[config.mk]
export PLATFORM = sky130hd
export DESIGN_NAME = brpwm_dac
export DESIGN_NICKNAME = d
export VERILOG_FILES = /design/src/rtl/brpwm_pkg.sv /design/src/rtl/brpwm_counter.sv /design/src/rtl/brpwm_mirror.sv /design/src/rtl/brpwm_shadow.sv /design/src/rtl/brpwm_dac.sv
export SDC_FILE = /design/constraint.sdc
export NUM_CORES = 1
export LEC_CHECK = 0
export ABC_AREA = 1
export BUFFER_PORTS_ARGS = -buffer_cell sky130_fd_sc_hd__buf_2
export CORE_ASPECT_RATIO = 0.9
export CORE_MARGIN = 2
export CORE_UTILIZATION = 50
export CTS_CLUSTER_SIZE = 16
export DETAILED_ROUTE_END_ITERATION = 10
export GPL_ROUTABILITY_DRIVEN = 0
export PLACE_DENSITY_LB_ADDON = 0.2
export SYNTH_ARGS = -nofsm -noshare
export SYNTH_HDL_FRONTEND = slang
export SYNTH_SLANG_ARGS = --single-unit
[constraint.sdc]
create_clock -name clk_i -period 1.8 [get_ports clk_i]
set_input_delay 0.45 -clock clk_i [delete_from_list [all_inputs] [get_ports clk_i]]
set_output_delay 0.45 -clock clk_i [all_outputs]
set_load 0.005 [all_outputs]
[src/rtl/brpwm_pkg.sv]
package brpwm_pkg;

   typedef enum logic {
      CMP_PLAIN  = 1'b0,
      CMP_MIRROR = 1'b1
   } cmp_mode_e;

   localparam int unsigned MIN_DUTY_W = 2;
   localparam int unsigned MAX_DUTY_W = 24;

endpackage

[src/rtl/brpwm_counter.sv]
module brpwm_counter #(
   parameter int unsigned W = 8
) (
   input  logic         clk_i,
   input  logic         rst_i,
   input  logic         step_i,
   output logic [W-1:0] cnt_o,
   output logic         last_o
);

   localparam logic [W-1:0] TOP = {W{1'b1}};

   logic [W-1:0] cnt_q;

   always_ff @(posedge clk_i) begin
      if (rst_i) begin
         cnt_q <= '0;
      end else if (step_i) begin
         cnt_q <= cnt_q + 1'b1;
      end
   end

   assign cnt_o  = cnt_q;
   assign last_o = (cnt_q == TOP);

   // counter holds when not stepped
   a_r1_hold : assert property (@(posedge clk_i) disable iff (rst_i)
      !step_i |=> $stable(cnt_q));

   // counter advances by one when stepped
   a_r1_step : assert property (@(posedge clk_i) disable iff (rst_i)
      step_i |=> (cnt_q == $past(cnt_q) + 1'b1));

   // frame closes back at zero
   a_r2_wrap : assert property (@(posedge clk_i) disable iff (rst_i)
      (step_i && last_o) |=> (cnt_q == '0));

endmodule

[src/rtl/brpwm_mirror.sv]
module brpwm_mirror #(
   parameter int unsigned W          = 8,
   parameter bit          HAS_MIRROR = 1'b1
) (
   input  logic                      mode_i,
   input  logic [W-1:0]              cnt_i,
   output logic [W-1:0]              cmp_o
);

   import brpwm_pkg::*;

   if (HAS_MIRROR) begin : g_mirror
      logic [W-1:0] rev;
      for (genvar i = 0; i < W; i++) begin : g_bit
         assign rev[i] = cnt_i[W-1-i];
      end
      assign cmp_o = (cmp_mode_e'(mode_i) == CMP_MIRROR) ? rev : cnt_i;
   end else begin : g_plain
      logic unused_mode;
      assign unused_mode = mode_i;
      assign cmp_o       = cnt_i;
   end

endmodule

[src/rtl/brpwm_shadow.sv]
module brpwm_shadow #(
   parameter int unsigned W = 8
) (
   input  logic         clk_i,
   input  logic         rst_i,
   input  logic         load_i,
   input  logic [W-1:0] duty_i,
   input  logic         mode_i,
   output logic [W-1:0] duty_o,
   output logic         mode_o
);

   import brpwm_pkg::*;

   logic [W-1:0] duty_q;
   cmp_mode_e    mode_q;

   always_ff @(posedge clk_i) begin
      if (rst_i) begin
         duty_q <= '0;
         mode_q <= CMP_PLAIN;
      end else if (load_i) begin
         duty_q <= duty_i;
         mode_q <= cmp_mode_e'(mode_i);
      end
   end

   assign duty_o = duty_q;
   assign mode_o = mode_q;

   // captured settings change only at a frame boundary
   a_r9_shadow_hold : assert property (@(posedge clk_i) disable iff (rst_i)
      !load_i |=> ($stable(duty_q) && $stable(mode_q)));

endmodule

[src/rtl/brpwm_dac.sv]
module brpwm_dac #(
   parameter int unsigned DUTY_W     = 8,
   parameter bit          HAS_MIRROR = 1'b1
) (
   input  logic              clk_i,
   input  logic              rst_i,
   input  logic              step_i,
   input  logic              mirror_i,
   input  logic [DUTY_W-1:0] duty_i,
   output logic              pwm_o
);

   import brpwm_pkg::*;

   localparam int unsigned HW = DUTY_W + 1;

   if (DUTY_W < MIN_DUTY_W || DUTY_W > MAX_DUTY_W) begin : g_bad_width
      $error("brpwm_dac: DUTY_W out of supported range");
   end

   logic [DUTY_W-1:0] cnt;
   logic              last;
   logic              frame_load;
   logic [DUTY_W-1:0] duty_sh;
   logic              mode_sh;
   logic [DUTY_W-1:0] cmp_val;
   logic              hit;
   logic              pwm_q;

   brpwm_counter #(.W(DUTY_W)) u_cnt (
      .clk_i  (clk_i),
      .rst_i  (rst_i),
      .step_i (step_i),
      .cnt_o  (cnt),
      .last_o (last)
   );

   assign frame_load = step_i & last;

   brpwm_shadow #(.W(DUTY_W)) u_shadow (
      .clk_i  (clk_i),
      .rst_i  (rst_i),
      .load_i (frame_load),
      .duty_i (duty_i),
      .mode_i (mirror_i),
      .duty_o (duty_sh),
      .mode_o (mode_sh)
   );

   brpwm_mirror #(.W(DUTY_W), .HAS_MIRROR(HAS_MIRROR)) u_mirror (
      .mode_i (mode_sh),
      .cnt_i  (cnt),
      .cmp_o  (cmp_val)
   );

   assign hit = (duty_sh > cmp_val);

   always_ff @(posedge clk_i) begin
      if (rst_i) begin
         pwm_q <= 1'b0;
      end else if (step_i) begin
         pwm_q <= hit;
      end
   end

   assign pwm_o = pwm_q;

   // High-clock tally per frame, used only by the R5 check
   logic [HW-1:0] hi_tally;

   always_ff @(posedge clk_i) begin
      if (rst_i) begin
         hi_tally <= '0;
      end else if (step_i) begin
         if (last) begin
            a_r5_duty_count : assert ((hi_tally + HW'(hit)) == HW'(duty_sh))
               else $error("frame high count differs from duty");
            hi_tally <= '0;
         end else begin
            hi_tally <= hi_tally + HW'(hit);
         end
      end
   end

   // output holds between stepped clocks
   a_r10_out_hold : assert property (@(posedge clk_i) disable iff (rst_i)
      !step_i |=> $stable(pwm_q));

   // a zero duty never drives the output high
   a_r8_zero_low : assert property (@(posedge clk_i) disable iff (rst_i)
      (step_i && duty_sh == '0) |=> !pwm_q);

   // reset clears the output and the counter
   a_r11_reset_clear : assert property (@(posedge clk_i)
      rst_i |=> (!pwm_q && cnt == '0 && duty_sh == '0));

endmodule

==> summary.md, run 1 <==
## Yosys
- **number of nets in the synthesized netlist** 161
- **main combinational cell family by area after synthesis** simple AND/OR/NAND/NOR gates
- **main flop type after synthesis** sky130_fd_sc_hd__dfxtp_1
- **multiplexer area fraction after synthesis** 0%
- **most common cell in the netlist** sky130_fd_sc_hd__nand2_1
- **arithmetic-cell share of the synthesized area counting full adders, half adders and majority gates** 11.24%
- **Mapped Avg Cell Area** 7.159 µm²
- **post-synth top area share** 35.96%
- **post-synthesis sequential area ratio** 35.96%
- **number of enable flip-flop cells after synthesis** 0
- **async set-or-reset flop fraction in the synthesized netlist** 0%
- **cell types with the highest counts after synthesis** sky130_fd_sc_hd__nand2_1, sky130_fd_sc_hd__a21oi_1, sky130_fd_sc_hd__dfxtp_1
- **share of synthesized cell area in and, or, nand and nor gates** 29.96%
- **Synth Area in Compound Gates** 15.73%
- **count of unique library cells instantiated by Yosys** 20
- **Post-Synth XOR/XNOR Area** 0%
- **#FFs+latches synth** 18
- **post-synthesis cell area** 1002 µm²
- **leading post-synthesis cells by cell area** sky130_fd_sc_hd__dfxtp_1, sky130_fd_sc_hd__nand2_1, sky130_fd_sc_hd__ha_1, sky130_fd_sc_hd__a21oi_1, sky130_fd_sc_hd__nand3_1
- **dominant cell type by area after synthesis** sky130_fd_sc_hd__dfxtp_1
- **Yosys warnings** 0
- **number of cells produced by synthesis** 140

## Die
- **die height** 46.48 µm
- **full die area** 2379 µm²
- **IO Pins** 13
- **Starting Density** 52.87%
- **Std-Cell Core Area** 1896 µm²
- **Die X** 51.19 µm
- **row cnt** 15

## Cells and area
- **area overhead of the layout relative to synthesis** 11.73%
- **share of final-layout standard cells stronger than drive strength 1** 17.53%
- **Nets** 177
- **core utilization of the finished layout** 59.08%
- **Post-Layout Inst Area** 1120 µm²
- **number of antenna cells inserted** 0

## Setup path
- **Req. time, crit path** 1.98 ns
- **category of the most critical setup path** reg2reg
- **highest fanout seen on the critical path** 12
- **kind of launch point of the worst setup path** flop
- **critical path cell sequence** buf_4 > o21ai_0 > ha_1 > nand2_1 > inv_1 > nand2_1 > nand2_1 > nand2_1 > nand2_1 > nand2_1 > a21oi_1
- **Most Frequent Cell on Critical Path** sky130_fd_sc_hd__nand2_1
- **Worst setup EP type** flop
- **cell at the slowest stage of the critical path** sky130_fd_sc_hd__dfxtp_1
- **data arrival time at the worst-slack endpoint** 1.81 ns
- **CP peak stage delay** 0.36 ns
- **CP bufs+invs** 2
- **family with the most delay on the worst path** flip-flops

## Timing
- **Fmax** 612.8 MHz
- **Fin Setup TNS** 0 ns
- **max-slew violations** 0
- **headroom to the max-slew limit** 83.18%
- **post-layout min period** 1.632 ns
- **slew at the pin closest to its max-slew limit** 0.2496 ns
- **number of endpoints failing setup at the final stage** 0
- **period utilisation layout** 90.66%
- **number of hold violations in the final report** 0
- **Clock Skews** 0.002267 ns
- **RSZ-0062 raised after global routing** false

## Global routing
- **global-route total usage across every layer** 20.38%
- **grt total ovfl** 0
- **first-pass GRT wire length** 3.463 mm
- **via count of the first global-routing pass** 816
- **maximum number of pins on one net before global-route repair** 13
- **initial antenna violation count** 0

## CTS
- **number of buffers added for setup after CTS** 0
- **number of buffers added by the clock tree synthesis step** 3
- **Clk Latency, worst-skew pair** 0.28 ns
- **post-CTS resize count** 0
- **number of buffers on the longest clock path** 2
- **clock slew at the register clock pins of the worst setup and hold paths** 0.09 ns
- **sink count of the clock tree** 18
- **CTS tree** done
- **Clock H-tree levels** 1
- **CTS hold repair buffers** 0
- **cell at the root of the clock tree** sky130_fd_sc_hd__clkbuf_4

## Pwr
- **maximum resistive drop on vdd** 528.6 µV
- **Power Dens Cells** 586.0 nW/µm²
- **leakage** 0.5023 nW

## Run
- **number of maximum-capacitance constraint violations** 0

## Drt
- **first-pass iteration count of the detailed router** 4
- **Residual DRC** 0
- **Avg Vias per Cell** 5.106
- **antenna-violating nets left** 0
- **DR vias** 914
- **number of DRC markers in iteration 0** 7
- **WL per Instance** 11.42 µm
- **Final Routed Wirelength** 2.044 mm

## Status
- **outcome** complete, no violations

## Place
- **Port Buffer Count** 12
- **estimated wirelength of the detail-placed design** 1.653 mm
- **total placed instance area** 1097 µm²

## Min path
- **Tightest Hold Check Type** in2reg

## final timing paths
path	cells past startpoint	to	slack [ns]	startpoint
max	11	pwm_o	0.17	u_shadow.mode_o
min	3	u_shadow.duty_o[5]	0.42	duty_i[5]
max reg2reg	11	pwm_o	0.17	u_shadow.mode_o
min reg2reg	2	u_shadow.duty_o[5]	0.47	u_shadow.duty_o[5]
## area by class of cell
| type | instances | area, µm² |
|---|---|---|
| Sequential cell | 18 | 360.3 |
| Inverter | 14 | 60.06 |
| Timing Repair Buffer | 14 | 75.07 |
| Multi-Input combinational cell | 105 | 570.5 |
| Clock buffer | 3 | 22.52 |
| Tap cell | 25 | 31.28 |
| Fill cell | 182 | 775.7 |
## through the flow
stage	cells	power (mW)	hold slack, ns	setup WS, ns
final	179	0.6562	0.4185	0.1680
after global routing	179	0.6967	0.4163	0.006726
after CTS	179	0.6673	0.4139	0.1686
after detailed placement	176	0.4755	0.4607	0.1922
after global placement	176	0.4735	0.4522	0.2527
after floorplan	140	0.4516	0.4396	0.1139
## tightest hold or removal path, delay by kind of cell
family                 cells  cell delay (ns)
buffers and inverters      1             0.09
AOI/OAI and AO/OA          1             0.06
and+or+nand+nor            1             0.06
## layout by cell type (no fill, tap or decap)
master | Yosys | final
sky130_fd_sc_hd__a21oi_1 | 20 | 20
sky130_fd_sc_hd__a21o_1 | 1 | 1
sky130_fd_sc_hd__buf_4 | 0 | 2
sky130_fd_sc_hd__nand3_1 | 10 | 10
sky130_fd_sc_hd__dfxtp_1 | 18 | 18
sky130_fd_sc_hd__nand4_4 | 1 | 1
sky130_fd_sc_hd__ha_1 | 9 | 9
sky130_fd_sc_hd__nor2_2 | 2 | 2
sky130_fd_sc_hd__clkbuf_4 | 0 | 3
sky130_fd_sc_hd__nor2_1 | 12 | 12
sky130_fd_sc_hd__clkinv_4 | 1 | 1
sky130_fd_sc_hd__nand2_4 | 1 | 1
sky130_fd_sc_hd__inv_1 | 11 | 11
sky130_fd_sc_hd__nand2_1 | 35 | 35
sky130_fd_sc_hd__o21ai_0 | 8 | 8
sky130_fd_sc_hd__buf_2 | 0 | 12
sky130_fd_sc_hd__nand2_2 | 2 | 2
sky130_fd_sc_hd__o21ai_1 | 2 | 2
sky130_fd_sc_hd__nor2_4 | 1 | 1
sky130_fd_sc_hd__inv_2 | 1 | 1
sky130_fd_sc_hd__nor3_1 | 1 | 1
sky130_fd_sc_hd__inv_4 | 1 | 1
## kinds of logic after synthesis
logic type,count (synthesis)
buffers and inverters,17
DFF,18
AOI/OAI and AO/OA,31
and+or+nand+nor,65
adders and majority gates,9
## sequential cells by signal (all words and copies together) (netlist names)
signal and count:
u_cnt.cnt_o 8, u_shadow.mode_o 1, pwm_o 1, u_shadow.duty_o 8
## power breakdown
part / switching [mW] / internal [mW] / total (mW)
Combinational: 0.0316 / 0.0242 / 0.0558
Sequential: 0.00589 / 0.404 / 0.410
Clock: 0.113 / 0.0777 / 0.191
## per-layer routing
layer,vias up,share of wire [%],GRT usage [%]
li1,487,-,-
met1,414,46,23.66
met2,11,50,37.40
met3,2,3.7,5.844
met4,0,0.54,4.865
met5,-,0,0
Note: power is estimated with default switching activity, not from simulation.
==> inputs of run 2 (changes only) <==
--- a/config.mk
+++ b/config.mk
@@ -7,9 +7,11 @@
 export LEC_CHECK = 0
 export ABC_AREA = 1
 export BUFFER_PORTS_ARGS = -buffer_cell sky130_fd_sc_hd__buf_2
+export CELL_PAD_IN_SITES_DETAIL_PLACEMENT = 0
+export CELL_PAD_IN_SITES_GLOBAL_PLACEMENT = 1
 export CORE_ASPECT_RATIO = 0.9
 export CORE_MARGIN = 2
-export CORE_UTILIZATION = 50
+export CORE_UTILIZATION = 40
 export CTS_CLUSTER_SIZE = 16
 export DETAILED_ROUTE_END_ITERATION = 10
 export GPL_ROUTABILITY_DRIVEN = 0
==> run 2 against run 1 <==
Compared with the run above:
- power up 9.0%
- routed wire length up 0.88%
- first-iteration DRC count up 100%
- hold slack worse by 0.0077 ns
- die area up 23%
- critical endpoint unchanged
- largest power group unchanged
==> summary.md, run 2 (same netlist as run 1, synthesis figures left out) <==
## Timing
- **RSZ-0062 raised after global routing** false
- **period utilisation layout** 84.88%, -5.8 points
- **number of hold violations in the final report** 0, unchanged
- **slew at the pin closest to its max-slew limit** 0.2524 ns, +0.002746 ns
- **max-slew violations** 0, unchanged
- **post-layout min period** 1.528 ns, -0.1042 ns
- **Fin Setup TNS** 0 ns, unchanged
- **headroom to the max-slew limit** 83.15%, about the same
- **number of endpoints failing setup at the final stage** 0, unchanged
- **Clock Skews** 0.002311 ns, +0.00004452 ns
- **Fmax** 654.5 MHz, +6.8%

## Global routing
- **global-route total usage across every layer** 16.09%, -4.3 points
- **grt total ovfl** 0, unchanged
- **via count of the first global-routing pass** 879, +7.7%
- **maximum number of pins on one net before global-route repair** 18, +5
- **first-pass GRT wire length** 3.574 mm, +3.2%
- **initial antenna violation count** 0, unchanged

## Setup path
- **launching point of the worst reg2reg path** u_cnt.cnt_o[0]
- **highest fanout seen on the critical path** 3, -9
- **data arrival time at the worst-slack endpoint** 1.76 ns, -0.05 ns
- **origin of the worst setup path** u_cnt.cnt_o[0]
- **category of the most critical setup path** reg2reg
- **worst reg2reg path depth** 10, -1
- **terminus of the critical flop-to-flop path** pwm_o
- **Worst setup EP type** flop
- **kind of launch point of the worst setup path** flop
- **end of the critical path** pwm_o
- **slack of the worst reg-to-reg path** 0.27 ns, +0.10 ns
- **Req. time, crit path** 2.03 ns, +0.05 ns

## Cells and area
- **share of final-layout standard cells stronger than drive strength 1** 18.18%, +0.65 points
- **number of antenna cells inserted** 0, unchanged
- **footprint of the multi-input gates** 570.5 µm², unchanged
- **area overhead of the layout relative to synthesis** 12.86%
- **commonest non-fill, non-tap cell in the layout** sky130_fd_sc_hd__nand2_1
- **Post-Layout Inst Area** 1131 µm², +1.0%
- **Nets** 176, -0.56%
- **Filler cells** 251, +38%
- **footprint of the flip-flops and latches** 361.6 µm², +0.35%
- **commonest non-fill, non-tap cells in the layout** sky130_fd_sc_hd__nand2_1, sky130_fd_sc_hd__a21oi_1, sky130_fd_sc_hd__dfxtp_1

## Drt
- **DR vias** 900, -1.5%
- **first-pass iteration count of the detailed router** 4, unchanged
- **Avg Vias per Cell** 4.945, -3.2%
- **Final Routed Wirelength** 2.062 mm, +0.88%
- **Residual DRC** 0, unchanged
- **antenna-violating nets left** 0, unchanged
- **WL per Instance** 11.33 µm, -0.78%
- **number of DRC markers in iteration 0** 14, +7

## CTS
- **Clock H-tree levels** 1, unchanged
- **CTS hold repair buffers** 0, unchanged
- **post-CTS resize count** 0, unchanged
- **cell at the root of the clock tree** sky130_fd_sc_hd__clkbuf_4
- **number of buffers on the longest clock path** 2, unchanged
- **number of buffers added for setup after CTS** 0, unchanged
- **sink count of the clock tree** 18, unchanged
- **Clk Latency, worst-skew pair** 0.29 ns, about the same
- **clock slew at the register clock pins of the worst setup and hold paths** 0.10 ns, about the same
- **number of buffers added by the clock tree synthesis step** 3, unchanged
- **CTS tree** done

## Place
- **total placed instance area** 1094 µm², -0.34%
- **estimated wirelength of the detail-placed design** 1.657 mm, +0.27%
- **Port Buffer Count** 12, unchanged

## Pwr
- **Clk network pwr share** 35.0%, +5.9 points
- **total net switching power** 163.9 µW, +8.9%
- **maximum resistive drop on vdd** 384.5 µV, -27%
- **leakage** 0.5045 nW, +0.45%
- **part of the total power dissipated in combinational logic** 7.8%, -0.7 points
- **power share of the sequential group** 57.2%, -5.2 points
- **cell internal power dissipation** 551.4 µW, +9.0%
- **Power Dens Cells** 632.4 nW/µm², +7.9%
- **sw frac** 22.91%, about the same

## Die
- **row cnt** 17, +2
- **IO Pins** 13, unchanged
- **full die area** 2922 µm², +23%
- **Starting Density** 41.33%, -12 points
- **Die X** 56.76 µm, +11%
- **Std-Cell Core Area** 2425 µm², +28%
- **die height** 51.49 µm, +11%

## Min path
- **Tightest Hold Check Type** in2reg

## Status
- **outcome** complete, no violations

## Run
- **number of maximum-capacitance constraint violations** 0, unchanged

-- run 2: cell types whose count changed in the layout (fill, tap and decap cells not counted), sizes merged --
cell	previous run	this run
buf	14	13
clkbuf	3	4
-- run 2: worst min-delay path by stage --
| stage | startpoint | end | slack, ns | cells past startpoint |
|---|---|---|---|---|
| final | duty_i[0] | u_shadow.duty_o[0] | 0.41 | 3 |
| after global routing | duty_i[2] | u_shadow.duty_o[2] | 0.41 | 3 |
| after CTS | duty_i[0] | u_shadow.duty_o[0] | 0.40 | 3 |
| after detailed placement | u_shadow.duty_o[0] | u_shadow.duty_o[0] | 0.45 | 2 |
| after global placement | u_shadow.duty_o[0] | u_shadow.duty_o[0] | 0.45 | 2 |
| after floorplan | u_shadow.duty_o[0] | u_shadow.duty_o[0] | 0.44 | 2 |
-- run 2: layout make-up --
type	instances	area share, %
Tap cell	28	3.097
Multi-Input combinational cell	105	50.44
Clock buffer	4	3.208
Sequential cell	18	31.97
Inverter	14	5.310
Timing Repair Buffer	13	5.973
-- run 2: worst max-delay path, cell delays in order (launching register included) --
cell	delay (ns)
sky130_fd_sc_hd__dfxtp_1	0.39
sky130_fd_sc_hd__inv_1	0.09
sky130_fd_sc_hd__nand2_1	0.06
sky130_fd_sc_hd__o21ai_0	0.08
sky130_fd_sc_hd__ha_1	0.31
sky130_fd_sc_hd__nand2_1	0.07
sky130_fd_sc_hd__nor2_1	0.18
sky130_fd_sc_hd__nand2_1	0.07
sky130_fd_sc_hd__nand2_1	0.06
sky130_fd_sc_hd__nand2_1	0.05
sky130_fd_sc_hd__a21oi_1	0.11
-- run 2: layer usage --
| metal | global-route usage (%) | share of wire (%) | up-vias |
|---|---|---|---|
| met4 | 4.651 | 0.82 | 0 |
| met2 | 27.71 | 49 | 9 |
| met5 | 0 | 0 | - |
| li1 | - | - | 484 |
| met1 | 19.47 | 46 | 405 |
| met3 | 4.810 | 4.3 | 2 |
-- run 2: power groups by stage --
stage / clock network (mW) / registers, mW / logic [mW]
final: 0.250 / 0.409 / 0.0561
after global placement: 0 / 0.418 / 0.0553
after detailed placement: 0 / 0.418 / 0.0572
after CTS: 0.259 / 0.409 / 0.0571
after global routing: 0.270 / 0.410 / 0.0676
after floorplan: 0 / 0.417 / 0.0343
-- run 2: metrics by stage --
step | util [%] | instances | hold WS [ns] | total power [mW] | worst slack, ns
CTS | 46.59 | 182 | 0.4044 | 0.7257 | 0.1124
finish | 46.65 | 182 | 0.4108 | 0.7153 | 0.2722
detailed placement | 45.10 | 178 | 0.4543 | 0.4755 | 0.1306
global placement | 45.10 | 178 | 0.4498 | 0.4736 | 0.1676
floorplan | - | 140 | 0.4396 | 0.4516 | 0.1139
global route | 46.65 | 182 | 0.4146 | 0.7477 | 0.1365
==> inputs of run 3 (changes only) <==
==> constraint.sdc (replaced) <==
create_clock -name clk_i -period 1.6 [get_ports clk_i]
set_input_delay 0.4 -clock clk_i [delete_from_list [all_inputs] [get_ports clk_i]]
set_output_delay 0.4 -clock clk_i [all_outputs]
set_load 0.005 [all_outputs]
==> run 3 against run 2 <==
Compared with the run above:
- die area unchanged
- first-iteration DRC count grew to 3.5 times the previous value
- sequential share of layout area down 0.71 points
- critical endpoint unchanged
- routed wire length up 1.7%
==> summary.md, run 3 (same netlist as run 1, synthesis figures left out) <==
## Global routing
- **met3 capacity usage during global routing** 5.316%, +0.51 points
- **met2 Resource Use GR** 26.74%, -0.97 points
- **via count of the first global-routing pass** 811, -7.7%
- **global-route total usage across every layer** 16.10%, +0.019 points
- **met1 capacity usage during global routing** 20.43%, +0.96 points
- **maximum number of pins on one net before global-route repair** 13, -5
- **initial antenna violation count** 0, unchanged
- **most used routing layer** met2
- **grt total ovfl** 0, unchanged
- **first-pass GRT wire length** 3.525 mm, -1.4%

## Die
- **IO Pins** 13, unchanged
- **Die X** 56.76 µm, unchanged
- **Starting Density** 41.33%, unchanged
- **Std-Cell Core Area** 2425 µm², unchanged
- **full die area** 2922 µm², unchanged
- **row cnt** 17, unchanged
- **die height** 51.49 µm, unchanged

## Cells and area
- **commonest non-fill, non-tap cell in the layout** sky130_fd_sc_hd__nand2_1
- **commonest non-fill, non-tap cells in the layout** sky130_fd_sc_hd__nand2_1, sky130_fd_sc_hd__a21oi_1, sky130_fd_sc_hd__dfxtp_1
- **number of antenna cells inserted** 0, unchanged
- **Post-Layout Inst Area** 1165 µm², +3.0%
- **Filler cells** 258, +2.8%
- **share of final-layout standard cells stronger than drive strength 1** 23.42%, +5.2 points
- **area overhead of the layout relative to synthesis** 16.23%
- **core utilization of the finished layout** 48.04%, +1.4 points
- **Nets** 181, +2.8%
- **number of cells in the finished layout apart from fillers** 186, +2.2%

## CTS
- **CTS tree** done
- **number of buffers added by the clock tree synthesis step** 3, unchanged
- **clock slew at the register clock pins of the worst setup and hold paths** 0.10 ns, about the same
- **Clock H-tree levels** 1, unchanged
- **sink count of the clock tree** 18, unchanged
- **cell at the root of the clock tree** sky130_fd_sc_hd__clkbuf_4
- **number of buffers on the longest clock path** 2, unchanged
- **number of buffers added for setup after CTS** 0, unchanged
- **Clk Latency, worst-skew pair** 0.29 ns, about the same

## Place
- **worst slack after detailed placement** 0.08639 ns, -0.04422 ns
- **total placed cells including tap cells** 182, +2.2%
- **estimated wirelength of the detail-placed design** 1.657 mm, about the same
- **total placed instance area** 1124 µm², +2.7%
- **Port Buffer Count** 12, unchanged

## Drt
- **WL per Instance** 11.27 µm, -0.49%
- **Residual DRC** 0, unchanged
- **Avg Vias per Cell** 4.978, +0.68%
- **number of DRC markers in iteration 0** 49, +35
- **Final Routed Wirelength** 2.097 mm, +1.7%
- **antenna-violating nets left** 0, unchanged
- **first-pass iteration count of the detailed router** 4, unchanged
- **DR vias** 926, +2.9%

## Timing
- **max-slew violations** 0, unchanged
- **number of endpoints failing setup at the final stage** 0, unchanged
- **slew at the pin closest to its max-slew limit** 0.2398 ns, -0.01260 ns
- **Worst Slack Setup Final** 0.1090 ns, -0.1632 ns
- **post-layout min period** 1.491 ns, -0.03684 ns
- **final hold slack** 0.3636 ns, -0.04720 ns
- **period utilisation layout** 93.18%, +8.3 points
- **Fin Setup TNS** 0 ns, unchanged
- **Clock Skews** 0.002152 ns, -0.0001592 ns
- **number of hold violations in the final report** 0, unchanged
- **headroom to the max-slew limit** 84.01%, +0.86 points
- **Fmax** 670.7 MHz, +2.5%

## Pwr
- **maximum resistive drop on vdd** 397.6 µV, +3.4%
- **Power Dens Cells** 643.4 nW/µm², +1.7%
- **leakage** 0.5280 nW, +4.7%
- **overall power consumption** 749.5 µW, +4.8%

## Status
- **outcome** complete, no violations

## Setup path
- **origin of the worst setup path** u_shadow.mode_o
- **Worst setup EP type** flop
- **launching point of the worst reg2reg path** u_shadow.mode_o
- **highest fanout seen on the critical path** 6, +3
- **data arrival time at the worst-slack endpoint** 1.67 ns, -0.09 ns
- **category of the most critical setup path** reg2reg
- **kind of launch point of the worst setup path** flop
- **Req. time, crit path** 1.78 ns, -0.25 ns

## Run
- **number of maximum-capacitance constraint violations** 0, unchanged

## Min path
- **start point of the worst hold path** duty_i[7]
- **Tightest Hold Check Type** in2reg

==> run 3: final cells by class <==
class                   count  area (µm²)  area share [%]
repair buffers             18       106.4           9.130
clock buffers               3       22.52           1.933
well taps                  28       35.03           3.008
flip-flops and latches     18       364.1           31.26
inverters                  14       60.06           5.156
multi-input cells         105       576.8           49.52
==> run 3: metal layers <==
| layer | wire length (µm) | vias to the layer above |
|---|---|---|
| met3 | 71 | 2 |
| met5 | 0 | - |
| met2 | 965 | 12 |
| li1 | - | 495 |
| met4 | 17 | 0 |
| met1 | 1043 | 417 |
==> run 3: worst max-delay path, stage by stage, from the launching register on <==
cell and delay (ns):
sky130_fd_sc_hd__dfxtp_2 0.35, sky130_fd_sc_hd__buf_6 0.12, sky130_fd_sc_hd__nand2_1 0.05, sky130_fd_sc_hd__o21ai_1 0.06
sky130_fd_sc_hd__ha_1 0.29, sky130_fd_sc_hd__a21oi_1 0.16, sky130_fd_sc_hd__nor2_1 0.05, sky130_fd_sc_hd__nor2_1 0.13
sky130_fd_sc_hd__nand2_1 0.07, sky130_fd_sc_hd__nand2_1 0.05, sky130_fd_sc_hd__a21oi_1 0.05
==> run 3: path summary, 6_finish.rpt <==
kind | to | slack, ns | cells past startpoint
setup / recovery | pwm_o | 0.11 | 10
hold / removal | u_shadow.duty_o[7] | 0.36 | 3
setup reg to reg | pwm_o | 0.11 | 10
hold reg to reg | u_shadow.duty_o[0] | 0.47 | 2
==> run 3: power breakdown <==
part	total, mW	switching, mW	internal [mW]
clock network	0.225	0.138	0.0876
logic	0.0630	0.0355	0.0274
registers	0.461	0.00635	0.455
total	0.749	0.180	0.570
==> run 3: timing repair <==
| action | CTS | global route |
|---|---|---|
| hold buffers | 0 | 0 |
| gates resized for setup | 0 | 8 |
| setup endpoints to repair | 0 | 1 |
